`config.mk`:
```
export PLATFORM = sky130hd
export DESIGN_NAME = useq_core
export DESIGN_NICKNAME = d
export VERILOG_FILES = /design/src/rtl/useq_pkg.sv /design/src/rtl/useq_rst_sync.sv /design/src/rtl/useq_opmap.sv /design/src/rtl/useq_nextsel.sv /design/src/rtl/useq_core.sv
export SDC_FILE = /design/constraint.sdc
export NUM_CORES = 1
export LEC_CHECK = 0
export BUFFER_PORTS_ARGS = -buffer_cell sky130_fd_sc_hd__buf_2
export CAP_MARGIN = 20
export CORE_MARGIN = 2
export CORE_UTILIZATION = 55
export CTS_BUF_LIST = sky130_fd_sc_hd__clkbuf_16
export DETAILED_ROUTE_END_ITERATION = 12
export GPL_ROUTABILITY_DRIVEN = 0
export PLACE_DENSITY = 0.84
export SYNTH_ARGS = -nofsm -noshare
export SYNTH_HDL_FRONTEND = slang
export SYNTH_HIERARCHICAL = 1
export SYNTH_SLANG_ARGS = --single-unit
```
`constraint.sdc`:
```
create_clock -name clk -period 3.3 [get_ports clk]
set_clock_uncertainty 0.2 [all_clocks]
set_input_delay 0.495 -clock clk [delete_from_list [all_inputs] [get_ports clk]]
set_output_delay 0.495 -clock clk [all_outputs]
set_load 0.02 [all_outputs]
```
`src/rtl/useq_pkg.sv`:
```
package useq_pkg;

  localparam int AW     = 5;
  localparam int CW     = 16;
  localparam int OPW    = 8;
  localparam int IDXW   = OPW + 1;
  localparam int N_MAP  = 10;
  localparam int DEPTH  = 1 << AW;

  typedef enum logic [1:0] {
    TK_ABS  = 2'd0,
    TK_NEXT = 2'd1,
    TK_MAP  = 2'd2
  } tgt_kind_e;

  typedef enum logic [1:0] {
    CS_ALWAYS = 2'd0,
    CS_CONT   = 2'd1,
    CS_BRANCH = 2'd2,
    CS_PEND   = 2'd3
  } cond_sel_e;

  typedef struct packed {
    tgt_kind_e       kind;
    logic [AW-1:0]   addr;
  } target_t;

  typedef struct packed {
    logic [CW-1:0]   ctrl;
    cond_sel_e       cond;
    target_t         tgt_a;
    target_t         tgt_b;
  } uword_t;

  typedef struct packed {
    logic [IDXW-1:0] val;
    logic [IDXW-1:0] care;
    logic [AW-1:0]   dest;
  } map_ent_t;

  localparam logic [AW-1:0] A_FETCH   = AW'(0);
  localparam logic [AW-1:0] A_SERVICE = AW'(1);
  localparam logic [AW-1:0] A_LOADN   = AW'(2);
  localparam logic [AW-1:0] A_IDLE    = AW'(3);
  localparam logic [AW-1:0] A_INCR    = AW'(4);
  localparam logic [AW-1:0] A_DECR    = AW'(5);
  localparam logic [AW-1:0] A_SHORTBR = AW'(6);
  localparam logic [AW-1:0] A_SKIP    = AW'(7);
  localparam logic [AW-1:0] A_TAKEBR  = AW'(8);
  localparam logic [AW-1:0] A_LOADADV = AW'(9);
  localparam logic [AW-1:0] A_STORE   = AW'(10);
  localparam logic [AW-1:0] A_OUTPUT  = AW'(11);
  localparam logic [AW-1:0] A_IDXINC  = AW'(12);
  localparam logic [AW-1:0] A_INPUT   = AW'(13);
  localparam logic [AW-1:0] A_TRAP    = AW'(14);

  function automatic target_t mk_tgt(input tgt_kind_e k, input logic [AW-1:0] a);
    target_t t;
    t.kind = k;
    t.addr = a;
    return t;
  endfunction

  function automatic uword_t mk_word(input logic [CW-1:0] c, input cond_sel_e s,
                                     input target_t ta, input target_t tb);
    uword_t w;
    w.ctrl  = c;
    w.cond  = s;
    w.tgt_a = ta;
    w.tgt_b = tb;
    return w;
  endfunction

  // standard routine exit: resume fetching, or divert to request service
  function automatic uword_t exit_word(input logic [CW-1:0] c);
    return mk_word(c, CS_CONT, mk_tgt(TK_ABS, A_FETCH), mk_tgt(TK_ABS, A_SERVICE));
  endfunction

  function automatic uword_t ucode_rom(input logic [AW-1:0] a);
    uword_t w;
    w = mk_word(16'h0000, CS_ALWAYS, mk_tgt(TK_ABS, A_FETCH), mk_tgt(TK_ABS, A_FETCH));
    case (a)
      A_FETCH:   w = mk_word(16'h8101, CS_ALWAYS, mk_tgt(TK_MAP, A_FETCH),
                             mk_tgt(TK_MAP, A_FETCH));
      A_SERVICE: w = mk_word(16'h4202, CS_ALWAYS, mk_tgt(TK_ABS, A_FETCH),
                             mk_tgt(TK_ABS, A_FETCH));
      A_LOADN:   w = exit_word(16'h2314);
      A_IDLE:    w = mk_word(16'h0008, CS_PEND, mk_tgt(TK_ABS, A_SERVICE),
                             mk_tgt(TK_ABS, A_IDLE));
      A_INCR:    w = exit_word(16'h0420);
      A_DECR:    w = exit_word(16'h0440);
      A_SHORTBR: w = mk_word(16'h2580, CS_BRANCH, mk_tgt(TK_ABS, A_TAKEBR),
                             mk_tgt(TK_NEXT, A_FETCH));
      A_SKIP:    w = exit_word(16'h0520);
      A_TAKEBR:  w = exit_word(16'h0610);
      A_LOADADV: w = mk_word(16'h2314, CS_ALWAYS, mk_tgt(TK_ABS, A_INCR),
                             mk_tgt(TK_ABS, A_INCR));
      A_STORE:   w = exit_word(16'h1704);
      A_OUTPUT:  w = exit_word(16'h3820);
      A_IDXINC:  w = exit_word(16'h0820);
      A_INPUT:   w = exit_word(16'h2914);
      default:   w = mk_word(16'h0000, CS_ALWAYS, mk_tgt(TK_ABS, A_FETCH),
                             mk_tgt(TK_ABS, A_FETCH));
    endcase
    return w;
  endfunction

  function automatic map_ent_t mk_ent(input logic [IDXW-1:0] v, input logic [IDXW-1:0] m,
                                      input logic [AW-1:0] d);
    map_ent_t e;
    e.val  = v;
    e.care = m;
    e.dest = d;
    return e;
  endfunction

  // dispatch table; the order of entries carries no priority
  function automatic map_ent_t map_rom(input int i);
    map_ent_t e;
    case (i)
      0:       e = mk_ent(9'h000, 9'h1FF, A_IDLE);
      1:       e = mk_ent(9'h000, 9'h1F0, A_LOADN);
      2:       e = mk_ent(9'h010, 9'h1F0, A_INCR);
      3:       e = mk_ent(9'h020, 9'h1F0, A_DECR);
      4:       e = mk_ent(9'h030, 9'h1F0, A_SHORTBR);
      5:       e = mk_ent(9'h040, 9'h1F0, A_LOADADV);
      6:       e = mk_ent(9'h050, 9'h1F0, A_STORE);
      7:       e = mk_ent(9'h060, 9'h1F8, A_OUTPUT);
      8:       e = mk_ent(9'h060, 9'h1FF, A_IDXINC);
      9:       e = mk_ent(9'h068, 9'h1F8, A_INPUT);
      default: e = mk_ent(9'h000, 9'h000, A_TRAP);
    endcase
    return e;
  endfunction

endpackage

```
`src/rtl/useq_rst_sync.sv`:
```
module useq_rst_sync #(
  parameter int STAGES = 2
) (
  input  logic clk,
  input  logic rst_n,
  output logic rst_sync_n
);
  logic [STAGES-1:0] chain_q;
  logic [STAGES-1:0] chain_d;

  always_comb begin
    chain_d = {chain_q[STAGES-2:0], 1'b1};
  end

  always_ff @(posedge clk or negedge rst_n) begin
    if (!rst_n) chain_q <= '0;
    else        chain_q <= chain_d;
  end

  assign rst_sync_n = chain_q[STAGES-1];
endmodule

```
`src/rtl/useq_opmap.sv`:
```
module useq_opmap
  import useq_pkg::*;
#(
  parameter int N_ENT = N_MAP
) (
  input  logic [IDXW-1:0] idx,
  output logic [AW-1:0]   dest
);
  localparam int CNTW = $clog2(IDXW + 1);

  logic [N_ENT-1:0]  match;
  logic [CNTW-1:0]   spec  [N_ENT];
  logic [AW-1:0]     edest [N_ENT];

  for (genvar g = 0; g < N_ENT; g++) begin : g_ent
    localparam map_ent_t ENT = map_rom(g);
    assign match[g] = ((idx ^ ENT.val) & ENT.care) == '0;
    assign spec[g]  = CNTW'($countones(ENT.care));
    assign edest[g] = ENT.dest;
  end

  // most specific matching entry wins; equal specificity keeps the lower entry
  always_comb begin
    logic [CNTW-1:0] best;
    logic            found;
    dest  = A_TRAP;
    best  = '0;
    found = 1'b0;
    for (int i = 0; i < N_ENT; i++) begin
      if (match[i] && (!found || spec[i] > best)) begin
        dest  = edest[i];
        best  = spec[i];
        found = 1'b1;
      end
    end
  end
endmodule

```
`src/rtl/useq_nextsel.sv`:
```
module useq_nextsel
  import useq_pkg::*;
(
  input  logic [AW-1:0] upc,
  input  cond_sel_e     cond,
  input  target_t       tgt_a,
  input  target_t       tgt_b,
  input  logic [AW-1:0] map_dest,
  input  logic          cond_cont,
  input  logic          cond_branch,
  input  logic          cond_pend,
  output logic [AW-1:0] next_addr
);
  logic    take_a;
  target_t chosen;

  always_comb begin
    case (cond)
      CS_ALWAYS: take_a = 1'b1;
      CS_CONT:   take_a = cond_cont;
      CS_BRANCH: take_a = cond_branch;
      CS_PEND:   take_a = cond_pend;
      default:   take_a = 1'b1;
    endcase
    chosen = take_a ? tgt_a : tgt_b;
    case (chosen.kind)
      TK_ABS:  next_addr = chosen.addr;
      TK_NEXT: next_addr = upc + AW'(1);
      TK_MAP:  next_addr = map_dest;
      default: next_addr = A_FETCH;
    endcase
  end
endmodule

```
`src/rtl/useq_core.sv`:
```
module useq_core
  import useq_pkg::*;
(
  input  logic          clk,
  input  logic          rst_n,
  input  logic          op_page,
  input  logic [7:0]    opcode,
  input  logic          cond_cont,
  input  logic          cond_branch,
  input  logic          cond_pend,
  output logic [4:0]    upc_addr,
  output logic [15:0]   ctrl_word
);
  logic          rst_int_n;
  logic [AW-1:0] upc_q;
  logic [AW-1:0] upc_d;
  logic [AW-1:0] map_dest;
  uword_t        uword;

  useq_rst_sync #(.STAGES(2)) u_rst (
    .clk        (clk),
    .rst_n      (rst_n),
    .rst_sync_n (rst_int_n)
  );

  useq_opmap #(.N_ENT(N_MAP)) u_map (
    .idx  ({op_page, opcode}),
    .dest (map_dest)
  );

  always_comb begin
    uword = ucode_rom(upc_q);
  end

  useq_nextsel u_next (
    .upc         (upc_q),
    .cond        (uword.cond),
    .tgt_a       (uword.tgt_a),
    .tgt_b       (uword.tgt_b),
    .map_dest    (map_dest),
    .cond_cont   (cond_cont),
    .cond_branch (cond_branch),
    .cond_pend   (cond_pend),
    .next_addr   (upc_d)
  );

  always_ff @(posedge clk or negedge rst_int_n) begin
    if (!rst_int_n) upc_q <= A_FETCH;
    else            upc_q <= upc_d;
  end

  assign upc_addr  = upc_q;
  assign ctrl_word = uword.ctrl;

  // dispatch loads the table result only from the fetch word
  assert_dispatch_R3: assert property (@(posedge clk) disable iff (!rst_int_n)
    (upc_q == A_FETCH) |=> (upc_q == $past(map_dest)));

  assert_override_zero_R5: assert property (@(posedge clk) disable iff (!rst_int_n)
    (upc_q == A_FETCH && !op_page && opcode == 8'h00) |=> (upc_q == A_IDLE));

  assert_override_sixty_R5: assert property (@(posedge clk) disable iff (!rst_int_n)
    (upc_q == A_FETCH && !op_page && opcode == 8'h60) |=> (upc_q == A_IDXINC));

  assert_unmapped_R6: assert property (@(posedge clk) disable iff (!rst_int_n)
    (upc_q == A_FETCH && op_page) |=> (upc_q == A_TRAP));

  assert_exit_cont_R7: assert property (@(posedge clk) disable iff (!rst_int_n)
    (upc_q == A_INCR) |=> (upc_q == ($past(cond_cont) ? A_FETCH : A_SERVICE)));

  assert_idle_hold_R8: assert property (@(posedge clk) disable iff (!rst_int_n)
    (upc_q == A_IDLE && !cond_pend) |=> (upc_q == A_IDLE));

  assert_idle_leave_R8: assert property (@(posedge clk) disable iff (!rst_int_n)
    (upc_q == A_IDLE && cond_pend) |=> (upc_q == A_SERVICE));

  assert_branch_R9: assert property (@(posedge clk) disable iff (!rst_int_n)
    (upc_q == A_SHORTBR) |=> (upc_q == ($past(cond_branch) ? A_TAKEBR : A_SKIP)));

  assert_goto_R10: assert property (@(posedge clk) disable iff (!rst_int_n)
    (upc_q == A_LOADADV) |=> (upc_q == A_INCR));

  assert_service_R10: assert property (@(posedge clk) disable iff (!rst_int_n)
    (upc_q == A_SERVICE) |=> (upc_q == A_FETCH));
endmodule

```
=== Word-level counts from Yosys, hierarchy flattened ===
Memory sizes are Yosys's and may differ from the RTL's.
Cells that the tools add are included.

* Memories kept: 1
* Flip-flop bits (word level): 7
* Bits of input ports: 14
* Bits in read-only memories: 432
* Logic and storage cells: 96

* Equality and inequality tests: 5
* Bitwise logic cells: 7
* Reductions and logical operators: 39
* $add $sub $neg: 1
* Mux-type cells: 32
* Order comparisons: 9

{| class="wikitable"
|+ Memory list
! name !! depth !! bits a word !! rd ports !! clocked after memory_dff !! wr ports !! line !! source
|-
| (no name shown) || 16 || 27 || 1 || 0 || 0 || useq_pkg.sv:82 || <nowiki>case (a)</nowiki>
|}

{| class="wikitable"
|+ Operator list
! cell !! count
|-
| $logic_not A9 Y1 || 10
|-
| $mux W5 || 9
|-
| $mux W4 || 10
|-
| $gt A3 B4 Y1 const A || 8
|-
| $mux W32 || 1
|-
| $pmux W5 S3 || 1
|-
| $logic_and A1 B1 Y1 || 9
|-
| $logic_not A1 Y1 || 9
|-
| $logic_or A1 B1 Y1 || 9
|-
| $mux W1 || 9
|-
| $mux W7 || 1
|-
| $eq A2 B2 Y1 const B || 3
|-
| $not A2 Y2 || 3
|-
| $add A5 B1 Y5 const B || 1
|-
| $eq A2 B1 Y1 const B || 2
|-
| $gt A4 B4 Y1 const A || 1
|-
| $logic_not A2 Y1 || 2
|-
| $pmux W1 S4 || 1
|-
| $not A1 Y1 || 3
|-
| $not A3 Y3 || 1
|}

=== Depth between registers and ports, before layout ===
Gate-level depths: netlist of run 1.

* Depth in word-level cells: 39
* Mapped depth: 10
* Depth with buffers taken out: 9

=== By module ===
Netlist of run 1, hierarchy kept.

{| class="wikitable"
|+ By module, submodules not included
! module !! area an instance (um^2) !! times used !! cells each
|-
| useq_core || 633.1 || 1 || 78
|-
| useq_nextsel || 386.6 || 1 || 60
|-
| useq_opmap || 106.4 || 1 || 18
|-
| useq_rst_sync || 53.8 || 1 || 3
|}

=== Worst setup path before layout of run 1 ===
OpenSTA, ideal clock, no wires.

* Path kind: register to register
* Start point: reg upc_q[0] (netlist: upc_addr[0])
* End point: reg upc_q[0] (netlist: upc_addr[0])
* Setup time: 0.088 ns
* Data arrival time: 2.481 ns
* Stages on the path, launching flop included: 10
* Slack: 0.531 ns
* Path through: dfrtp_1 > inv_1 > ha_1 > a211o_1 > a21oi_1 > nor3b_2 > a21o_1 > buf_6 > o32a_1 > a32oi_1

{| class="wikitable"
|+ RTL lines
! item !! line !! source
|-
| from (decl) || useq_core.sv:15 || <nowiki>logic [AW-1:0] upc_q;</nowiki>
|-
| from (signal assigned) || useq_core.sv:49 || <nowiki>else upc_q <= upc_d;</nowiki>
|}

==> results of run 1 <==
==> per-stage QoR <==
stage	util [%]	cells	total power (W)	worst slack, ps	instance area [sq um]
3_3_place_gp	62.2	202	0.00104	700	1240
3_5_place_dp	62.2	202	0.00106	558	1240
6_report	67.1	208	0.00128	513	1340
2_1_floorplan	-	163	0.000961	531	1190
4_1_cts	67.1	208	0.00128	559	1340
5_1_grt	67.1	208	0.00139	265	1340
==> worst min-delay path by stage <==
stage	slack [ps]	endpoint	from
after global routing	160	u_rst/chain_q[1]$_DFF_PN0_	u_rst/chain_q[0]$_DFF_PN0_
after global placement	-120	upc_addr[1]$_DFF_PN0_	u_rst/chain_q[1]$_DFF_PN0_
after floorplan	-150	upc_addr[0]$_DFF_PN0_	u_rst/chain_q[1]$_DFF_PN0_
after detailed placement	-110	upc_addr[1]$_DFF_PN0_	u_rst/chain_q[1]$_DFF_PN0_
final	150	u_rst/chain_q[1]$_DFF_PN0_	u_rst/chain_q[0]$_DFF_PN0_
after CTS	150	u_rst/chain_q[1]$_DFF_PN0_	u_rst/chain_q[0]$_DFF_PN0_
==> power by group <==
group	leakage (nW)	internal (W)	switching (W)
Sequential	0.0842	0.000118	0.000114
Clock	0.0423	0.000158	0.0000472
Combinational	0.520	0.000352	0.000491
==> logic make-up after synthesis <==
group                    count (synthesis)  synth area share [%]
AND/OR/NAND/NOR                         58                  26.8
buffers and inverters                   38                  19.1
AO/OA/AOI/OAI                           34                  20.6
adder cells (fa/ha/maj)                  8                  8.48
multiplexers                             7                  6.26
flip-flops                               7                  14.8
XOR/XNOR                                 4                  2.97
other                                    3                 0.954
==> worst reg2reg max path: stages (launching register included) <==
cell and delay [ps]:
sky130_fd_sc_hd__dfrtp_1 760, sky130_fd_sc_hd__nor3_1 130, sky130_fd_sc_hd__and2_1 220, sky130_fd_sc_hd__or2_1 250, sky130_fd_sc_hd__mux2i_1 190, sky130_fd_sc_hd__a2111oi_0 600
sky130_fd_sc_hd__o21ai_0 190, sky130_fd_sc_hd__o221ai_1 140
==> cell usage in the layout, fill, tap and decap left out, drive strengths merged, types with 4 or more instances in the layout <==
master,instances
xnor2,4
nor3,7
nand3,4
a21oi,8
ha,8
mux2i,4
nor2b,4
nand2b,5
nor2,17
o21ai,6
conb,7
inv,14
buf,37
nand2,7
dfrtp,7
==> cell type report <==
type                    instances  area share [%]
flip-flops and latches          7            13.0
well taps                      27            2.51
repair buffers                 39            15.8
multi-input cells             118            59.1
inverters                      13            3.63
clock inverters                 1           0.279
clock buffers                   3            5.59
==> registers in the layout (all words and copies together), names as in the netlist <==
signal / flops
upc_addr: 5
u_rst/chain_q: 2
==> layer usage <==
metal / track usage, % / share of wire [%]
met2: 36.2 / 48
met3: 4.76 / 6.5
met1: 29.8 / 45
met4: 9.46 / 1.2
met5: 0 / 0
==> summary.txt, run 1 <==
Outcome
  • Status: complete, no violations

Yosys
  • Unique cell type count in the Yosys netlist: 43
  • Portion of the post-synthesis area used by sequential elements: 14.8%
  • Warnings from Yosys: 6
  • Cell types with the largest area share after synthesis: sky130_fd_sc_hd__dfrtp_1, sky130_fd_sc_hd__buf_4, sky130_fd_sc_hd__ha_1
  • Most used standard cells in the synthesized netlist: sky130_fd_sc_hd__buf_4, sky130_fd_sc_hd__nor2_1, sky130_fd_sc_hd__inv_1
  • Cell count after synthesis: 159
  • Synthesized area divided by synthesized cell count: 7.42 sq um
  • Top FF cell, synth: sky130_fd_sc_hd__dfrtp_1
  • Count of flip-flops with a built-in enable after synthesis: 0
  • Post-synthesis instance area: 1180 sq um
  • Library cell with the largest summed area after synthesis: sky130_fd_sc_hd__dfrtp_1
  • Async SR Flop Fraction: 100%
  • Number of flip-flops and latches in the synthesized netlist: 7
  • Share of the synthesized area in the top cell type: 14.8%

Setup path
  • Largest stage delay, worst path: 760 ps
  • Number of cell instances on the worst register-to-register path: 7
  • Launching element type of the critical path: flip-flop
  • Cell depth of the worst setup path: 7
  • Highest net fanout along the worst path: 22
  • Cell type group with the largest total delay on the critical path: compound AO/OA/AOI/OAI gates
  • Launching point of the worst reg2reg path: upc_addr[2]$_DFF_PN0_
  • Path type of the worst setup path: flip-flop to flip-flop
  • Crit path launch: upc_addr[2]$_DFF_PN0_
  • Cell with the biggest individual delay on the critical path: sky130_fd_sc_hd__dfrtp_1
  • Reg-to-reg endpoint: upc_addr[3]$_DFF_PN0_
  • Critical path data arrival time: 2710 ps
  • WP buf/inv: 0
  • Type of element capturing the critical path: flip-flop
  • Worst Setup EP: upc_addr[3]$_DFF_PN0_
  • Critical path required time: 3230 ps
  • Ordered cell list for the critical path: nor3_1 > and2_1 > or2_1 > mux2i_1 > a2111oi_0 > o21ai_0 > o221ai_1
  • Setup slack of the worst register-to-register path: 510 ps

Timing
  • Post-route worst hold slack: 149 ps
  • Max frequency: 359 MHz
  • Transition time at the pin with the least slew margin: 668 ps
  • Total Neg Setup Slack: 0 ps
  • Crit share post-route: 84.4%
  • Setup-failing EPs final: 0
  • Max-slew headroom at the worst pin: 55.4%
  • Final Hold Fails: 0
  • Setup repair after global routing missed its margin: no
  • Max Transition Viols Final: 0
  • Minimum clock period after layout: 2790 ps

Power and ir drop
  • Pwr dens: 952 nW/um^2
  • Static leakage: 0.646 nW
  • Worst-case vdd ir drop: 0.836 mV

Global route
  • Largest net degree at the start of global routing: 23
  • Via count of the first global-routing pass: 1048
  • Total global routing overflow: 0
  • Initial antenna violation count: 0
  • Total global-route track usage: 22.7%
  • Global-route wire length before repair: 4510 microns

Clock network
  • Library cell used as clock root buffer: sky130_fd_sc_hd__clkbuf_16
  • Clock transition at path regs: 40 ps
  • Number of resized instances in the post-cts repair step: 0
  • Clock insertion delay at the later pin of the skew report: 230 ps
  • Sinks on Clock Net: 7
  • TritonCTS buffer count: 3
  • Maximum clock path buffer count: 2
  • CTS hold repair buffers: 2
  • TritonCTS clock tree: yes
  • H-Tree Depth: 1
  • Number of buffers added for setup after CTS: 0

Floorplanning
  • Core ar.: 2000 sq um
  • DIE HEIGHT: 50.3 microns
  • Site row count: 16
  • Starting utilization of the core area: 58.9%
  • I/O pin count: 35
  • Die Area: 2530 sq um
  • Die Width: 50.3 microns

Layout
  • Net total in the final layout: 204
  • Area of combinational cells with multiple inputs: 795 sq um
  • Filler cells: 185
  • Sequential cell area: 175 sq um
  • Ant diodes: 0
  • Synthesis-to-finish area growth: 13.9%
  • Share of final-layout standard cells stronger than drive strength 1: 26.5%

Hold path
  • Worst hold path type: flip-flop to flip-flop
  • Worst Hold Depth: 0

Detailed routing
  • Post-detailed-route wirelength per cell: 12.8 microns
  • Iter 0 DRT Violations: 38
  • Length of the first detailed-routing pass in iterations: 4
  • Average via count per standard cell: 5.47
  • Via count: 1137
  • Number of DRC violations after detailed routing: 0
  • Final ANT Viol Nets: 0
  • Total detailed-routing wirelength: 2660 microns

Place
  • Count of buffers inserted at the top-level ports: 34
  • Placed wire-length estimate: 1980 microns

Flow run
  • Max-cap viol count: 0
Note: power is estimated with default switching activity, not from simulation.
==> run 2: changes to the inputs <==
--- a/config.mk
+++ b/config.mk
@@ -5,14 +5,15 @@
 export SDC_FILE = /design/constraint.sdc
 export NUM_CORES = 1
 export LEC_CHECK = 0
+export ABC_AREA = 1
 export BUFFER_PORTS_ARGS = -buffer_cell sky130_fd_sc_hd__buf_2
 export CAP_MARGIN = 20
 export CORE_MARGIN = 2
-export CORE_UTILIZATION = 55
+export CORE_UTILIZATION = 47
 export CTS_BUF_LIST = sky130_fd_sc_hd__clkbuf_16
 export DETAILED_ROUTE_END_ITERATION = 12
 export GPL_ROUTABILITY_DRIVEN = 0
-export PLACE_DENSITY = 0.84
+export PLACE_DENSITY = 0.76
 export SYNTH_ARGS = -nofsm -noshare
 export SYNTH_HDL_FRONTEND = slang
 export SYNTH_HIERARCHICAL = 1
==> constraint.sdc (replaced) <==
create_clock -name clk -period 2.25 [get_ports clk]
set_clock_uncertainty 0.2 [all_clocks]
set_input_delay 0.3375 -clock clk [delete_from_list [all_inputs] [get_ports clk]]
set_output_delay 0.3375 -clock clk [all_outputs]
set_load 0.02 [all_outputs]
==> run 2 against run 1 <==
  * Sequential power hardly changed
  * Largest power group unchanged
  * Power rose by 72%
  * Die area is 20% higher
  * Core utilization down 0.36 points
  * Sequential cell count did not move
  * Wire length up 9.4%
==> summary.txt, run 2 <==
Layout
  • Ant diodes: 0 (unchanged)
  • Most frequent standard cell in the layout excluding fill and tap cells: sky130_fd_sc_hd__nand2_1
  • Filler cells: 231 (+25%)
  • Net total in the final layout: 275 (+35%)
  • Most frequent cells in the layout: sky130_fd_sc_hd__nand2_1, sky130_fd_sc_hd__nand3_1, sky130_fd_sc_hd__buf_2, sky130_fd_sc_hd__buf_4, sky130_fd_sc_hd__nor2_1
  • Share of final-layout standard cells stronger than drive strength 1: 35.3% (+8.8 points)
  • Synthesis-to-finish area growth: 34.8%
  • Final design utilization: 66.8% (-0.36 points)
  • Final cell area excluding filler cells: 1650 sq um (+23%)
  • Largest register FFs: 5 (unchanged)

Yosys
  • Unique cell type count in the Yosys netlist: 27 (-37%)
  • Warnings from Yosys: 6 (unchanged)
  • Share of the synthesized area in the top cell type: 17.1% (+2.3 points)
  • Most frequent cell after synthesis: sky130_fd_sc_hd__nand2_1
  • Fraction of synthesized cell area in xor and xnor cells: 2.14% (-0.83 points)
  • Post-synthesis instance area: 1230 sq um (+4.0%)
  • Fraction of synthesized area in multiplexers: 0% (-6.3 points)
  • Library cell with the largest summed area after synthesis: sky130_fd_sc_hd__nand3_1
  • Number of flip-flops and latches in the synthesized netlist: 7 (unchanged)
  • Cell types with the largest area share after synthesis: sky130_fd_sc_hd__nand3_1, sky130_fd_sc_hd__dfrtp_1, sky130_fd_sc_hd__nand2_1
  • Synthesized area divided by synthesized cell count: 6.02 sq um (-19%)
  • Count of flip-flops with a built-in enable after synthesis: 0 (unchanged)
  • Compound-Gate Fraction of Synth Area: 2.85% (-18 points)
  • Top FF cell, synth: sky130_fd_sc_hd__dfrtp_1
  • Portion of the post-synthesis area used by sequential elements: 14.3% (-0.58 points)
  • Async SR Flop Fraction: 100% (unchanged)
  • Most used standard cells in the synthesized netlist: sky130_fd_sc_hd__nand2_1, sky130_fd_sc_hd__nand3_1, sky130_fd_sc_hd__nor2_1
  • Share of synthesized cell area in and, or, nand and nor gates: 52.6% (+26 points)
  • Combinational family with the most area after synthesis: simple AND/OR/NAND/NOR gates
  • Cell count after synthesis: 204 (+28%)
  • Adder-cell share of the synthesized area: 8.15% (-0.33 points)

Global route
  • Largest net degree at the start of global routing: 11 (-52%)
  • Global-route wire length before repair: 4760 microns (+5.7%)
  • Initial antenna violation count: 0 (unchanged)
  • Via count of the first global-routing pass: 1163 (+11%)
  • Total global routing overflow: 0 (unchanged)
  • Total global-route track usage: 21.0% (-1.8 points)

Flow run
  • Max-cap viol count: 0 (unchanged)

Place
  • Worst setup timing slack at the placement stage: -6.08 ps (-565 ps)
  • Placed wire-length estimate: 2260 microns (+14%)
  • Area of placed instances: 1450 sq um (+17%)
  • Count of buffers inserted at the top-level ports: 34 (unchanged)

Detailed routing
  • Iter 0 DRT Violations: 30 (-21%)
  • Length of the first detailed-routing pass in iterations: 4 (unchanged)
  • Number of DRC violations after detailed routing: 0 (unchanged)
  • Total detailed-routing wirelength: 2910 microns (+9.4%)
  • Post-detailed-route wirelength per cell: 10.3 microns (-19%)
  • Via count: 1376 (+21%)
  • Final ANT Viol Nets: 0 (unchanged)
  • Average via count per standard cell: 4.88 (-11%)

Timing
  • Setup repair after global routing missed its margin: yes
  • Final Hold Fails: 0 (unchanged)
  • Max Transition Viols Final: 0 (unchanged)
  • Crit share post-route: 97.4%
  • Final WS setup: 58.4 ps (-455 ps)
  • Post-route worst hold slack: 156 ps (+7.11 ps)
  • Minimum clock period after layout: 2190 ps
  • Max frequency: 456 MHz
  • Setup-failing EPs final: 0 (unchanged)

Clock network
  • TritonCTS buffer count: 3 (unchanged)
  • TritonCTS clock tree: yes
  • Maximum clock path buffer count: 2 (unchanged)
  • Clock insertion delay at the later pin of the skew report: 230 ps (about the same)
  • Clock transition at path regs: 30 ps (about the same)
  • Library cell used as clock root buffer: sky130_fd_sc_hd__clkbuf_16
  • H-Tree Depth: 1 (unchanged)
  • Sinks on Clock Net: 7 (unchanged)

Floorplanning
  • Starting utilization of the core area: 49.5% (-9.4 points)
  • I/O pin count: 35 (unchanged)
  • Die Width: 55.1 microns (+9.5%)
  • DIE HEIGHT: 55.1 microns (+9.5%)
  • Core ar.: 2480 sq um (+24%)
  • Die Area: 3040 sq um (+20%)
  • Site row count: 18 (+2)

Setup path
  • Setup slack of the worst register-to-register path: 120 ps (-390 ps)
  • Launching element type of the critical path: flip-flop
  • Number of cell instances on the worst register-to-register path: 10 (+3)
  • Path type of the worst setup path: flip-flop to output port
  • Critical path required time: 1710 ps (-1520 ps)
  • Highest net fanout along the worst path: 6 (-73%)
  • Type of element capturing the critical path: output port
  • Critical path data arrival time: 1650 ps (-1060 ps)
  • Reg-to-reg endpoint: upc_addr[2]$_DFF_PN0_
  • Launching point of the worst reg2reg path: upc_addr[0]$_DFF_PN0_

Hold path
  • Worst hold path type: flip-flop to flip-flop
  • Min-Delay Startpoint: u_rst/chain_q[0]$_DFF_PN0_
  • Worst Hold Depth: 0 (unchanged)
  • Endpoint of the worst hold-timing path: u_rst/chain_q[1]$_DFF_PN0_

Outcome
  • Status: complete, no violations

Power and ir drop
  • Pwr Total: 0.00220 W (+72%)
  • Static leakage: 0.915 nW (+41%)
  • Pwr dens: 1330 nW/um^2 (+40%)
  • Worst-case vdd ir drop: 0.895 mV (+7.1%)
-- run 2: final cells by class --
class	instances	area, sq um	area share [%]
timing repair buffer	58	360	21.8
sequential	7	179	10.8
inverter	22	87.6	5.29
tap	30	37.5	2.27
multi-input combinational	161	911	55.1
clock buffer	3	75.1	4.54
clock inverter	1	3.75	0.227
-- run 2: timing repair --
item / in CTS / in global routing
endpoints found under the hold margin: 7 / 0
pin swaps: 0 / 1
endpoints found under the setup margin: 1 / 13
setup buffers: 0 / 3
resized for setup: 2 / 17
hold buffers: 2 / 0
-- run 2: kinds of logic after synthesis --
logic type / after synthesis
other: 3
AND/OR/NAND/NOR: 136
AO/OA/AOI/OAI: 6
XOR/XNOR: 3
flip-flops: 7
adder cells (fa/ha/maj): 8
buffers and inverters: 41
-- run 2: worst max path at each step --
| stage | startpoint | endpoint | slack [ps] | cells past startpoint |
|---|---|---|---|---|
| after floorplan | upc_addr[1]$_DFF_PN0_ | upc_addr[0]$_DFF_PN0_ | 90 | 12 |
| after global placement | upc_addr[0]$_DFF_PN0_ | upc_addr[2]$_DFF_PN0_ | 120 | 10 |
| after detailed placement | upc_addr[0]$_DFF_PN0_ | upc_addr[2]$_DFF_PN0_ | -6 | 10 |
| after CTS | upc_addr[0]$_DFF_PN0_ | upc_addr[2]$_DFF_PN0_ | 60 | 13 |
| after global routing | upc_addr[0]$_DFF_PN0_ | ctrl_word[7] | -10 | 6 |
| final | upc_addr[0]$_DFF_PN0_ | ctrl_word[7] | 60 | 6 |
-- run 2: where the power goes --
part	internal, W	switching, W	total (W)
Combinational	0.000646	0.00102	0.00167
Sequential	0.000171	0.0000636	0.000234
Clock	0.000231	0.0000630	0.000294
-- run 2: stage by stage --
stage | TNS, ps | cells
floorplan | 0 | 209
global route | -52.0 | 282
finish | 0 | 282
detailed placement | -6.08 | 273
CTS | 0 | 279
global placement | 0 | 273
-- run 2: worst max-delay path, cell delays in order (launching register included) --
cell and delay, ps:
sky130_fd_sc_hd__dfrtp_2 430, sky130_fd_sc_hd__inv_2 90, sky130_fd_sc_hd__ha_2 190, sky130_fd_sc_hd__nand2_1 100, sky130_fd_sc_hd__buf_4 150, sky130_fd_sc_hd__nor2_1 230
sky130_fd_sc_hd__buf_2 230
-- run 2: per-layer routing --
layer / global-route usage, % / up-vias / part of all wire (%) / routed length (microns)
met5: 0 / - / 0 / 0
met4: 4.47 / 0 / 1.0 / 29
met3: 1.61 / 4 / 3.3 / 96
met2: 37.7 / 34 / 49 / 1410
met1: 27.2 / 598 / 47 / 1370
li1: - / 740 / - / -
==> run 3: changes to the inputs <==
==> constraint.sdc (replaced) <==
create_clock -name clk -period 2.25 [get_ports clk]
set_clock_uncertainty 0.2 [all_clocks]
set_input_delay 0.3375 -clock clk [delete_from_list [all_inputs] [get_ports clk]]
set_output_delay 0.3375 -clock clk [all_outputs]
set_load 0.05 [all_outputs]
==> run 3 against run 2 <==
  * Power grew 17%
  * Final cell count shrank 2.5%
  * Clock power is essentially flat
  * Critical path depth shrank 1
  * Wire length grew 1.8%
==> summary.txt, run 3 (synthesis results as in run 2) <==
Timing
  • Final Hold Fails: 0 (unchanged)
  • Minimum clock period after layout: 2190 ps (+1.62 ps)
  • Setup-failing EPs final: 0 (unchanged)
  • Max Transition Viols Final: 0 (unchanged)
  • Post-route worst hold slack: 147 ps (-8.93 ps)
  • Crit share post-route: 97.5% (about the same)
  • Final WS setup: 56.8 ps (-1.62 ps)
  • Max frequency: 456 MHz (about the same)

Layout
  • Largest register FFs: 5 (unchanged)
  • Fin cells: 275 (-2.5%)
  • Most frequent cells in the layout: sky130_fd_sc_hd__nand2_1, sky130_fd_sc_hd__nand3_1, sky130_fd_sc_hd__buf_2, sky130_fd_sc_hd__buf_4, sky130_fd_sc_hd__nor2_1
  • Net total in the final layout: 268 (-2.5%)
  • Ant diodes: 0 (unchanged)
  • Filler cells: 228 (-1.3%)
  • Final design utilization: 65.1% (-1.7 points)
  • Synthesis-to-finish area growth: 31.3%
  • Most frequent standard cell in the layout excluding fill and tap cells: sky130_fd_sc_hd__nand2_1
  • Final cell area excluding filler cells: 1610 sq um (-2.6%)
  • Share of final-layout standard cells stronger than drive strength 1: 33.5% (-1.8 points)

Floorplanning
  • Die Area: 3040 sq um (unchanged)
  • Die Width: 55.1 microns (unchanged)
  • Core ar.: 2480 sq um (unchanged)
  • I/O pin count: 35 (unchanged)
  • DIE HEIGHT: 55.1 microns (unchanged)
  • Starting utilization of the core area: 49.5% (unchanged)
  • Site row count: 18 (unchanged)

Hold path
  • Worst hold path type: flip-flop to flip-flop

Setup path
  • WP buf/inv: 3 (unchanged)
  • Type of element capturing the critical path: output port
  • Launching element type of the critical path: flip-flop
  • Cell type group with the largest total delay on the critical path: buffers and inverters
  • Highest net fanout along the worst path: 9 (+3)
  • Cell with the biggest individual delay on the critical path: sky130_fd_sc_hd__dfrtp_2
  • Critical path data arrival time: 1660 ps (about the same)
  • Path type of the worst setup path: flip-flop to output port
  • Critical path required time: 1710 ps (about the same)
  • Ordered cell list for the critical path: inv_6 > nand2_1 > buf_4 > nor2_1 > clkbuf_4
  • Largest stage delay, worst path: 500 ps (+70 ps)

Place
  • Placed wire-length estimate: 2260 microns (about the same)
  • Area of placed instances: 1400 sq um (-3.8%)
  • Count of buffers inserted at the top-level ports: 34 (unchanged)
  • Worst setup timing slack at the placement stage: -14.0 ps (-7.87 ps)
  • Placed insts: 265 (-2.9%)

Detailed routing
  • Final ANT Viol Nets: 0 (unchanged)
  • Number of DRC violations after detailed routing: 0 (unchanged)
  • Average via count per standard cell: 5.05 (+3.6%)
  • Via count: 1390 (+1.0%)
  • Total detailed-routing wirelength: 2960 microns (+1.8%)
  • Iter 0 DRT Violations: 24 (-20%)
  • Post-detailed-route wirelength per cell: 10.8 microns (+4.4%)
  • Length of the first detailed-routing pass in iterations: 4 (unchanged)

Global route
  • Via count of the first global-routing pass: 1053 (-9.5%)
  • Largest net degree at the start of global routing: 13 (+2)
  • Global-route wire length before repair: 4400 microns (-7.7%)
  • Total global-route track usage: 19.3% (-1.6 points)
  • Initial antenna violation count: 0 (unchanged)
  • Total global routing overflow: 0 (unchanged)

Power and ir drop
  • Design internal power: 0.00104 W (-1.2%)
  • Switching power of the nets: 0.00153 W (+33%)
  • Switching share of power: 59.6% (+7.3 points)
  • Portion of total power attributed to sequential cells: 9.6% (-1.1 points)
  • Part of the total power dissipated in the clock network: 11.5% (-1.9 points)
  • Comb pwr share: 78.9% (+2.9 points)
  • Static leakage: 0.884 nW (-3.4%)
  • Worst-case vdd ir drop: 1.27 mV (+42%)
  • Pwr dens: 1590 nW/um^2 (+20%)

Clock network
  • Library cell used as clock root buffer: sky130_fd_sc_hd__clkbuf_16
  • TritonCTS clock tree: yes
  • Sinks on Clock Net: 7 (unchanged)
  • Clock insertion delay at the later pin of the skew report: 230 ps (about the same)
  • Maximum clock path buffer count: 2 (unchanged)
  • H-Tree Depth: 1 (unchanged)
  • TritonCTS buffer count: 3 (unchanged)
  • Clock transition at path regs: 30 ps (about the same)

Outcome
  • Status: complete, no violations

Flow run
  • Max-cap viol count: 0 (unchanged)
-- run 3: changes by cell type in the layout (fill, tap and decap cells not counted), moves of 2 or more --
cell and change:
sky130_fd_sc_hd__buf_2 -7, sky130_fd_sc_hd__nand3_4 -2, sky130_fd_sc_hd__nor2_2 -2, sky130_fd_sc_hd__nor2_4 +2
-- run 3: repair_timing --
| action | 4_1_cts | 5_1_grt |
|---|---|---|
| endpoints found under the hold margin | 7 | 0 |
| buffers inserted | 0 | 4 |
| pin swaps | 0 | 3 |
| hold buffers | 2 | 0 |
| endpoints found under the setup margin | 3 | 13 |
| gates resized for setup | 5 | 24 |
-- run 3: per-stage QoR --
stage               setup TNS, ps  total power (W)
CTS                             0          0.00238
floorplan                       0          0.00179
global placement                0          0.00202
global route                -86.0          0.00276
finish                          0          0.00256
detailed placement          -14.0          0.00204
-- run 3: area by class of cell --
class                      count  area, sq um  share of cell area, %
clock inverter                 1         3.75                  0.233
tap                           30         37.5                   2.33
sequential                     7          180                   11.2
timing repair buffer          51          325                   20.2
multi-input combinational    161          902                   56.0
clock buffer                   3         75.1                   4.66
inverter                      22         87.6                   5.43
-- run 3: path summary, 6_finish.rpt --
path | start | endpoint | slack, ps | cells after the start
min | u_rst/chain_q[0]$_DFF_PN0_ | u_rst/chain_q[1]$_DFF_PN0_ | 150 | 0
max in group asynchronous | u_rst/chain_q[1]$_DFF_PN0_ | upc_addr[3]$_DFF_PN0_ | 1200 | 1
min in group asynchronous | rst_n | u_rst/chain_q[0]$_DFF_PN0_ | 230 | 2
max | upc_addr[3]$_DFF_PN0_ | ctrl_word[7] | 60 | 5
min reg2reg | u_rst/chain_q[0]$_DFF_PN0_ | u_rst/chain_q[1]$_DFF_PN0_ | 150 | 0
max reg2reg | upc_addr[0]$_DFF_PN0_ | upc_addr[4]$_DFF_PN0_ | 120 | 12
-- run 3: layer usage --
metal / up-vias / wire [microns] / global-route usage [%] / share of wire (%)
met4: 0 / 23 / 3.66 / 0.78
met5: - / 0 / 0 / 0
met2: 37 / 1450 / 36.1 / 49
met3: 4 / 126 / 1.61 / 4.3
li1: 720 / - / - / -
met1: 629 / 1370 / 24.1 / 46
-- run 3: power groups by stage --
stage	Combinational (W)	Clock [W]	Sequential, W
3_5_place_dp	0.00178	0	0.000253
4_1_cts	0.00183	0.000299	0.000250
3_3_place_gp	0.00177	0	0.000249
2_1_floorplan	0.00144	0	0.000349
5_1_grt	0.00220	0.000308	0.000253
6_report	0.00202	0.000294	0.000246
